==> src/rtl/pcs_rx_pkg.sv <==
package pcs_rx_pkg;
  localparam int CG_W  = 5;
  localparam int NIB_W = 4;

  localparam logic [CG_W-1:0] CG_IDLE = 5'b11111;
  localparam logic [CG_W-1:0] CG_J    = 5'b11000;
  localparam logic [CG_W-1:0] CG_K    = 5'b10001;
  localparam logic [CG_W-1:0] CG_T    = 5'b01101;
  localparam logic [CG_W-1:0] CG_R    = 5'b00111;

  localparam logic [NIB_W-1:0] NIB_PRE = 4'b0101;
  localparam logic [NIB_W-1:0] NIB_FC  = 4'b1110;

  typedef enum logic [2:0] {
    CL_DATA, CL_IDLE, CL_J, CL_K, CL_T, CL_R, CL_BAD
  } cg_class_e;

  typedef struct packed {
    logic              dv;
    logic              er;
    logic [NIB_W-1:0]  nib;
  } beat_t;

  localparam int BEAT_W = $bits(beat_t);

  // Inverse 4B/5B data mapping; valid flag low for non-data codes.
  function automatic logic [NIB_W:0] data_lookup(input logic [CG_W-1:0] c);
    logic [NIB_W:0] r;
    case (c)
      5'b11110: r = {1'b1, 4'h0};
      5'b01001: r = {1'b1, 4'h1};
      5'b10100: r = {1'b1, 4'h2};
      5'b10101: r = {1'b1, 4'h3};
      5'b01010: r = {1'b1, 4'h4};
      5'b01011: r = {1'b1, 4'h5};
      5'b01110: r = {1'b1, 4'h6};
      5'b01111: r = {1'b1, 4'h7};
      5'b10010: r = {1'b1, 4'h8};
      5'b10011: r = {1'b1, 4'h9};
      5'b10110: r = {1'b1, 4'hA};
      5'b10111: r = {1'b1, 4'hB};
      5'b11010: r = {1'b1, 4'hC};
      5'b11011: r = {1'b1, 4'hD};
      5'b11100: r = {1'b1, 4'hE};
      5'b11101: r = {1'b1, 4'hF};
      default:  r = '0;
    endcase
    return r;
  endfunction

  function automatic logic cg_is_invalid(input logic [CG_W-1:0] c);
    logic [NIB_W:0] d;
    d = data_lookup(c);
    return !(d[NIB_W] || c == CG_IDLE || c == CG_J || c == CG_K ||
             c == CG_T || c == CG_R);
  endfunction
endpackage

==> src/rtl/pcs_rx_classify.sv <==
module pcs_rx_classify
  import pcs_rx_pkg::*;
(
  input  logic [CG_W-1:0]  cg,
  output cg_class_e        cls,
  output logic [NIB_W-1:0] nib
);
  logic [NIB_W:0] look;

  always_comb begin
    look = data_lookup(cg);
    nib  = look[NIB_W-1:0];
    if (look[NIB_W])        cls = CL_DATA;
    else if (cg == CG_IDLE) cls = CL_IDLE;
    else if (cg == CG_J)    cls = CL_J;
    else if (cg == CG_K)    cls = CL_K;
    else if (cg == CG_T)    cls = CL_T;
    else if (cg == CG_R)    cls = CL_R;
    else                    cls = CL_BAD;
  end
endmodule

==> src/rtl/pcs_rx_fsm.sv <==
module pcs_rx_fsm
  import pcs_rx_pkg::*;
(
  input  logic             clk,
  input  logic             rst_n,
  input  logic             adv,
  input  logic             sym_only,
  input  cg_class_e        cls,
  input  logic [NIB_W-1:0] nib,
  output beat_t            beat
);
  typedef enum logic [1:0] {ST_IDLE, ST_GOT_J, ST_DATA, ST_GOT_T} st_e;

  st_e  st, st_nxt;
  logic inv;
  logic std;
  logic [NIB_W-1:0] abort_nib;
  logic abort_er;

  always_comb begin
    inv       = (cls == CL_BAD);
    std       = !sym_only;
    abort_nib = std ? NIB_FC : '0;
    abort_er  = std | inv;
    st_nxt    = st;
    beat      = '0;
    case (st)
      ST_IDLE: begin
        if (cls == CL_J) begin
          beat   = '{dv: 1'b1, er: 1'b0, nib: NIB_PRE};
          st_nxt = ST_GOT_J;
        end else if (cls != CL_IDLE) begin
          beat = '{dv: 1'b0, er: abort_er, nib: abort_nib};
        end
      end
      ST_GOT_J: begin
        if (cls == CL_K) begin
          beat   = '{dv: 1'b1, er: 1'b0, nib: NIB_PRE};
          st_nxt = ST_DATA;
        end else begin
          beat   = '{dv: 1'b0, er: abort_er, nib: abort_nib};
          st_nxt = ST_IDLE;
        end
      end
      ST_DATA: begin
        case (cls)
          CL_DATA: beat = '{dv: 1'b1, er: 1'b0, nib: nib};
          CL_T: begin
            beat   = '0;
            st_nxt = ST_GOT_T;
          end
          CL_IDLE: begin
            beat   = '{dv: 1'b0, er: std, nib: '0};
            st_nxt = ST_IDLE;
          end
          CL_BAD:  beat = '{dv: 1'b1, er: 1'b1, nib: '0};
          default: beat = '{dv: 1'b1, er: std, nib: '0};
        endcase
      end
      default: begin
        st_nxt = ST_IDLE;
        if (cls == CL_R) beat = '0;
        else             beat = '{dv: 1'b0, er: abort_er, nib: '0};
      end
    endcase
  end

  always_ff @(posedge clk or negedge rst_n) begin
    if (!rst_n)   st <= ST_IDLE;
    else if (adv) st <= st_nxt;
  end
endmodule

==> src/rtl/pcs_rx_outreg.sv <==
module pcs_rx_outreg #(
  parameter int W = 6
) (
  input  logic         clk,
  input  logic         rst_n,
  input  logic         in_valid,
  output logic         in_ready,
  input  logic [W-1:0] in_data,
  output logic         out_valid,
  input  logic         out_ready,
  output logic [W-1:0] out_data
);
  assign in_ready = !out_valid || out_ready;

  always_ff @(posedge clk or negedge rst_n) begin
    if (!rst_n) begin
      out_valid <= 1'b0;
      out_data  <= '0;
    end else if (in_ready) begin
      out_valid <= in_valid;
      if (in_valid) out_data <= in_data;
    end
  end
endmodule

==> src/rtl/pcs_rx_decoder.sv <==
module pcs_rx_decoder
  import pcs_rx_pkg::*;
(
  input  logic             clk,
  input  logic             rst_n,
  input  logic             err_mode,
  input  logic             cg_valid,
  output logic             cg_ready,
  input  logic [CG_W-1:0]  cg_data,
  output logic             rx_valid,
  input  logic             rx_ready,
  output logic             rx_dv,
  output logic             rx_er,
  output logic [NIB_W-1:0] rx_nib
);
  cg_class_e        cls;
  logic [NIB_W-1:0] dnib;
  beat_t            beat_in;
  beat_t            beat_out;
  logic             adv;

  assign adv = cg_valid && cg_ready;

  pcs_rx_classify u_cls (
    .cg  (cg_data),
    .cls (cls),
    .nib (dnib)
  );

  pcs_rx_fsm u_fsm (
    .clk      (clk),
    .rst_n    (rst_n),
    .adv      (adv),
    .sym_only (err_mode),
    .cls      (cls),
    .nib      (dnib),
    .beat     (beat_in)
  );

  pcs_rx_outreg #(.W(BEAT_W)) u_out (
    .clk       (clk),
    .rst_n     (rst_n),
    .in_valid  (cg_valid),
    .in_ready  (cg_ready),
    .in_data   (beat_in),
    .out_valid (rx_valid),
    .out_ready (rx_ready),
    .out_data  (beat_out)
  );

  assign rx_dv  = beat_out.dv;
  assign rx_er  = beat_out.er;
  assign rx_nib = beat_out.nib;
endmodule

==> config.mk <==
export PLATFORM = sky130hd
export DESIGN_NAME = pcs_rx_decoder
export DESIGN_NICKNAME = d
export VERILOG_FILES = /design/src/rtl/pcs_rx_pkg.sv /design/src/rtl/pcs_rx_classify.sv /design/src/rtl/pcs_rx_fsm.sv /design/src/rtl/pcs_rx_outreg.sv /design/src/rtl/pcs_rx_decoder.sv
export SDC_FILE = /design/constraint.sdc
export NUM_CORES = 1
export LEC_CHECK = 0
export CAP_MARGIN = 30
export CORE_MARGIN = 2
export CORE_UTILIZATION = 54
export DETAILED_ROUTE_END_ITERATION = 6
export PLACE_DENSITY_LB_ADDON = 0.3
export SYNTH_ARGS = -nofsm -noshare
export SYNTH_HDL_FRONTEND = slang
export SYNTH_SLANG_ARGS = --single-unit
==> constraint.sdc <==
create_clock -name clk -period 3.5 [get_ports clk]
set_input_delay 0.525 -clock clk [delete_from_list [all_inputs] [get_ports clk]]
set_output_delay 0.525 -clock clk [all_outputs]
set_load 0.02 [all_outputs]
Yosys cells after proc, flatten, opt, wreduce, memory -nomap -nowiden
Memory sizes are Yosys's and may differ from the RTL's.
Index checks and enable logic that the tools add are counted.
W data, S select, Z words.
Storage, ports and cells
  register bits after elaboration: 9
  latch bits: 0
  bits in writable memories: 0
  memory bits (read-only): 160
  input bits: 10
  output and inout bits: 8
  word-level logic and storage cells: 46
  memories: 1
Operators by class
  add/subtract/negate cells: 0
  $mul: 0
  div/mod/pow operators: 0
  $lt $le $gt $ge: 0
  equal/unequal tests: 16
  shift operators: 0
  mux-type cells: 17
  bitwise operators: 1
  reductions and logical operators: 8
Memory list
  (name not given): depth 32, bits a word 5, read ports 1, clocked after memory_dff 0, write ports 0, RTL line pcs_rx_pkg.sv:29  | case (c)
Operators by type and width (count)
  $pmux W6 S4: 1
  $pmux W6 S3: 1
  $eq A5 B5 Y1 const B: 3
  $mux W3: 5
  $mux W6: 2
  $mux W5: 2
  $eq A3 B3 Y1 const B: 3
  $eq A3 B2 Y1 const B: 2
  $mux W2: 3
  $pmux W2 S3: 1
  $eq A5 B3 Y1 const B: 1
  $eq A5 B4 Y1 const B: 1
  $mux W4: 1
  $pmux W2 S2: 1
  $eq A3 B1 Y1 const B: 1
  $logic_not A3 Y1: 1
  $ne A3 B1 Y1 const B: 1
  $ne A3 B3 Y1 const B: 1
  $reduce_and A3 Y1: 1
  $eq A2 B1 Y1 const B: 1
  $eq A2 B2 Y1 const B: 1
  $logic_not A1 Y1: 2
  $logic_not A2 Y1: 1
  $ne A2 B1 Y1 const B: 1
  4 further kinds: 4

Logic depth before layout (Yosys ltp)
  depth in word-level cells: 12
  mapped depth: 9
  depth with buffers taken out: 7

Hierarchy
A second synthesis with hierarchy kept.
Second synthesis, totals
  cells, all modules: 104
  area total of the unflattened synthesis: 1018.5 sq um
By module, submodules not included
  pcs_rx_fsm: instances 1, cells an instance 52, area an instance 435.4 sq um, sequential area each 50.0 sq um
  pcs_rx_outreg: instances 1, cells an instance 16, area an instance 297.8 sq um, sequential area each 175.2 sq um
  pcs_rx_classify: instances 1, cells an instance 35, area an instance 279.0 sq um, sequential area each 0.0 sq um
  pcs_rx_decoder: instances 1, cells an instance 1, area an instance 6.3 sq um, sequential area each 0.0 sq um

Worst setup path before layout
Ideal clock, no wire load.
  path type: input port to flip-flop
  start: input port cg_data[1]
  end: register u_out.out_data[1]
  library setup time: 0.066 ns
  arrival time: 2.018 ns
  required time: 3.434 ns
  slack: 1.416 ns
  cell stages on the path: 9
  path buffers: 2
  path through: buf_6 -> buf_2 -> inv_1 -> ha_1 -> nor2b_1 -> o32ai_1 -> a31oi_1 -> nor4b_2 -> a221o_1
On the way
  word-level cells in the longest chain between the ends: 11
  elaborated cells on any way between the ends: 24
  classes of those cells: eq/ne: 11; mux: 11; reduce/logical: 1; memory: 1
Ends and longest elaborated chain
  from (decl): RTL line pcs_rx_decoder.sv:9  | input logic [CG_W-1:0] cg_data,
  $eq A5 B3 Y1: RTL line pcs_rx_classify.sv:18  | else if (cg == CG_R) cls = CL_R;
  $mux W2: RTL line pcs_rx_classify.sv:18
  $mux W3: RTL line pcs_rx_classify.sv:17  | else if (cg == CG_T) cls = CL_T;
  $mux W3: RTL line pcs_rx_classify.sv:16  | else if (cg == CG_K) cls = CL_K;
  $mux W3: RTL line pcs_rx_classify.sv:15  | else if (cg == CG_J) cls = CL_J;
  $mux W3: RTL line pcs_rx_classify.sv:14  | else if (cg == CG_IDLE) cls = CL_IDLE;
  $mux W3: RTL line pcs_rx_classify.sv:13  | if (look[NIB_W]) cls = CL_DATA;
  $ne A3 B1 Y1: RTL line pcs_rx_fsm.sv:32  | end else if (cls != CL_IDLE) begin
  $mux W5: RTL line pcs_rx_fsm.sv:32
  $mux W6: RTL line pcs_rx_fsm.sv:29  | if (cls == CL_J) begin
  $pmux W6 S3 *: RTL line pcs_rx_fsm.sv:27  | case (st)
  to (signal assigned): RTL line pcs_rx_outreg.sv:21  | if (in_valid) out_data <= in_data;
  to (decl): RTL line pcs_rx_outreg.sv:11  | output logic [W-1:0] out_data
Mark *: on every way between the ends. The rest lies on a longest branch, timed or not.
A chain may end at the register's enable or synchronous reset.

Final worst setup path
  start: input port cg_data[2]
  end: register u_out.out_data[3]
The elaborated chain is that of the path after synthesis.

==> impl_summary.log <==
INFO  metric run_status = completed
INFO  metric asyncSetResetFlopFracSynth = 100%
INFO  metric post-place-ws = a little under 0.6 ns
INFO  metric worst-setup-path-type = in -> reg
INFO  metric die_area = 1990 um^2
INFO  metric clock_power_share = 25.9%
INFO  metric grt_first_pass_wirelength = approximately 3500 um
INFO  metric htree_levels = 1
INFO  metric start_util = a little under 60%
INFO  metric total_switching_power = 0.107 mW
INFO  metric drt_first_iter_violations = 45
INFO  metric syn-instance-count = between 100 and 150
INFO  metric max-vdd-ir-drop = 0.000265 V
INFO  metric num_io_pins = 18
INFO  metric routed_wirelength = 2150 um
INFO  metric yosys.area_share.simple = 26.8%
INFO  metric cts.repair.resized = 0
INFO  metric power.share.switching = 33.5%
INFO  metric hold_violations = 0
INFO  metric synth-compound-area-share = 30.7%
INFO  metric fmax = 0.370 GHz
INFO  metric grt_remaining_overflow = 0
INFO  metric die_w = 44.6 um
INFO  metric p_total = 0.319 mW
INFO  metric cts.sinks = 9
INFO  metric max-slew-margin-rel = 66.4%
INFO  metric worst_clock_skew_on_the_final_layout = 0.00227 ns
INFO  metric drive_above_1_share = under 10%
INFO  metric yosysUniqueCellTypes = 40
INFO  metric internal_power = 0.212 mW
INFO  metric setup_viol = 0
INFO  metric ctsLongestPathBuffers = 2
INFO  metric dp_cells = 139
INFO  metric num_antenna_cells = 0
INFO  metric syn_area = 892 um^2
INFO  metric finalNetCount = roughly 140
INFO  metric post-cts-setup-buffer-count = 0
INFO  metric timing.final.crit_period = 2.70 ns
INFO  metric reg2reg_depth = 5
INFO  metric whs_endpoint = u_out.out_data[4]
INFO  metric tritoncts_clock_tree = done
INFO  metric place.gp.congestion = 0.951
INFO  metric yosys_warnings = 0
INFO  metric cp-end-kind = flop
INFO  metric routedWlPerCell = approximately 15 um
INFO  metric place.detailed.hpwl = 1600 um
INFO  metric regToRegSetupSlack = 1.89 ns
INFO  metric main_combinational_cell_family_by_area_after_synthesis = compound AO/OA/AOI/OAI gates
INFO  metric drtAntennaViolNets = 0
INFO  metric filler_cell_count = 119
INFO  metric antenna_found_initial = 0
INFO  metric cp-startpoint = cg_data[2]
INFO  metric num_vias = 933
INFO  metric setup.worst_path.start_class = input port
INFO  metric power_leakage = 0.449 nW
INFO  metric vias_per_cell = between 6 and 7
INFO  metric hold_fix_buffers_at_cts = 0
INFO  metric clockRootBuffer = sky130_fd_sc_hd__clkbuf_4
INFO  metric synth_ff_type = sky130_fd_sc_hd__dfrtp_1
INFO  metric worst_r2r_startpoint = u_fsm.st[1]
INFO  metric floorplan.rows = 14
INFO  metric seq_area_frac_synth = 25.2%
INFO  metric cts_bufs_inserted = 3
INFO  metric synth_fa_ha_area_share = 4.21%
INFO  metric grt_pass1_vias = slightly below 800
INFO  metric stdcell_count = between 100 and 150
INFO  metric fin_crit_sh = 77.2%
INFO  metric synth_edf_count = 0
INFO  metric largest_net_degree_at_the_start_of_global_routing = 22
INFO  metric multiInputGateArea = approximately 600 um^2
INFO  metric post_synthesis_net_count = 127
INFO  metric pwr-share-comb = 36.4%
INFO  metric timing.rr.end = u_out.out_data[3]
INFO  metric die_y = ~45 um
INFO  metric synth_seq_cells = 9
INFO  metric synthXorXnorAreaFrac = 0.982%
INFO  metric seqCellArea = 225 um^2
INFO  metric drt_pre_antenna_iters = 4
INFO  metric timing.max_cap.violations = 0
INFO  metric avgSynthCellArea = 7.83 um^2
INFO  metric drv_slew = 0
INFO  metric port-buffer-count = 17
INFO  metric worst_slew_pin_slew = 0.503 ns
INFO  metric totalNegativeSetupSlack = 0 ns
INFO  metric worst-endpoint-arrival = 2.90 ns
INFO  metric rsz0062_at_grt = no
INFO  metric pwr-share-seq = 37.6%
INFO  metric area_growth = 20.8%
INFO  metric crit_fanout = 15
INFO  metric design.core.area = 1520 um^2
INFO  metric yosys-mux-area-fraction = around 4.8%
INFO  metric worst_skew_pair.late_latency = 0.26 ns
INFO  metric grt_usage = 23.4%
INFO  metric final.setup.worst_slack = 0.798 ns
INFO  metric holdCritPathClass = reg -> reg
INFO  metric power.density_cell_area = approximately 300 nW/um^2
INFO  metric detail_route.drc_violations = 0
INFO  metric cts.reportedPaths.clkPinSlew = 0.07 ns
INFO  metric required_time_of_the_critical_path = between 3 and 4 ns
INFO  metric holdPathStages = 1
INFO  metric min_from = u_out.out_data[4]
==> final cells by class <==
| cell class | count | area share, % |
|---|---|---|
| well taps | 16 | 1.86 |
| flip-flops and latches | 9 | 20.9 |
| repair buffers | 20 | 17.9 |
| clock buffers | 4 | 2.44 |
| multi-input cells | 91 | 55.9 |
| inverters | 3 | 1.05 |
==> critical path: stages <==
cell	delay, ns
sky130_fd_sc_hd__clkdlybuf4s50_1	0.78
sky130_fd_sc_hd__inv_1	0.15
sky130_fd_sc_hd__ha_1	0.24
sky130_fd_sc_hd__nor2b_1	0.20
sky130_fd_sc_hd__o32ai_1	0.12
sky130_fd_sc_hd__a31oi_1	0.25
sky130_fd_sc_hd__nor4b_2	0.42
sky130_fd_sc_hd__a221o_1	0.22
==> cell families after synthesis <==
family	count (synthesis)
AND/OR/NAND/NOR	45
buffers and inverters	14
multiplexers	4
XOR/XNOR	1
adder cells (fa/ha/maj)	3
AO/OA/AOI/OAI	38
flip-flops	9
==> per-layer routing <==
metal / global-route usage [%] / up-vias / share of wire [%]
met5: 0 / - / 0
met4: 5.45 / 0 / 0.74
met3: 5.71 / 2 / 6.2
met2: 36.8 / 43 / 47
met1: 32.2 / 435 / 46
li1: - / 453 / -
==> flip-flops by register name (all words and copies together), names as in the netlist <==
| name | cells |
|---|---|
| u_fsm.st | 2 |
| u_out.out_data | 6 |
| u_out.out_valid | 1 |
==> cell usage after synthesis, types with 4 or more instances <==
| cell | number | area, um^2 |
|---|---|---|
| sky130_fd_sc_hd__clkbuf_1 | 6 | 22.5 |
| sky130_fd_sc_hd__nand3_1 | 6 | 30.0 |
| sky130_fd_sc_hd__nor2b_1 | 8 | 50.1 |
| sky130_fd_sc_hd__o21ai_0 | 8 | 40.0 |
| sky130_fd_sc_hd__dfrtp_1 | 9 | 225 |
| sky130_fd_sc_hd__buf_2 | 4 | 20.0 |
| sky130_fd_sc_hd__nand2_1 | 12 | 45.0 |
| sky130_fd_sc_hd__nor2_1 | 8 | 30.0 |
| sky130_fd_sc_hd__a21oi_1 | 5 | 25.0 |
==> how the worst max path moves through the flow <==
stage	endpoint	slack [ns]
3_5_place_dp	u_out.out_data[2]	0.59
3_3_place_gp	u_out.out_data[1]	0.67
4_1_cts	u_out.out_data[3]	0.86
5_1_grt	u_out.out_data[1]	0.71
2_1_floorplan	u_out.out_data[1]	1.42
6_report	u_out.out_data[3]	0.80
==> power by group through the flow <==
| stage | combinational [mW] | sequential [mW] | clock, mW |
|---|---|---|---|
| 4_1_cts | 0.116 | 0.120 | 0.0834 |
| 5_1_grt | 0.126 | 0.121 | 0.0884 |
| 3_3_place_gp | 0.113 | 0.122 | 0 |
| 3_5_place_dp | 0.115 | 0.122 | 0 |
| 6_report | 0.116 | 0.120 | 0.0827 |
| 2_1_floorplan | 0.0577 | 0.132 | 0 |
==> cells in the final DEF, fill, tap and decap left out, drive strengths merged, types with 4 or more instances in the layout <==
cell type / count
o21ai: 8
nand2: 12
clkbuf: 4
nand3: 6
clkdlybuf4s50: 17
dfrtp: 9
nor2b: 8
a21oi: 5
nor2: 8
==> metrics by stage <==
step	cell area (um^2)	hold WS, ns	util, %
2_1_floorplan	892	0.229	-
3_3_place_gp	1050	0.475	69.0
3_5_place_dp	1050	0.492	69.0
4_1_cts	1080	0.501	70.7
5_1_grt	1080	0.524	70.7
6_report	1080	0.496	70.7
Power figures use the tool's default switching activity.
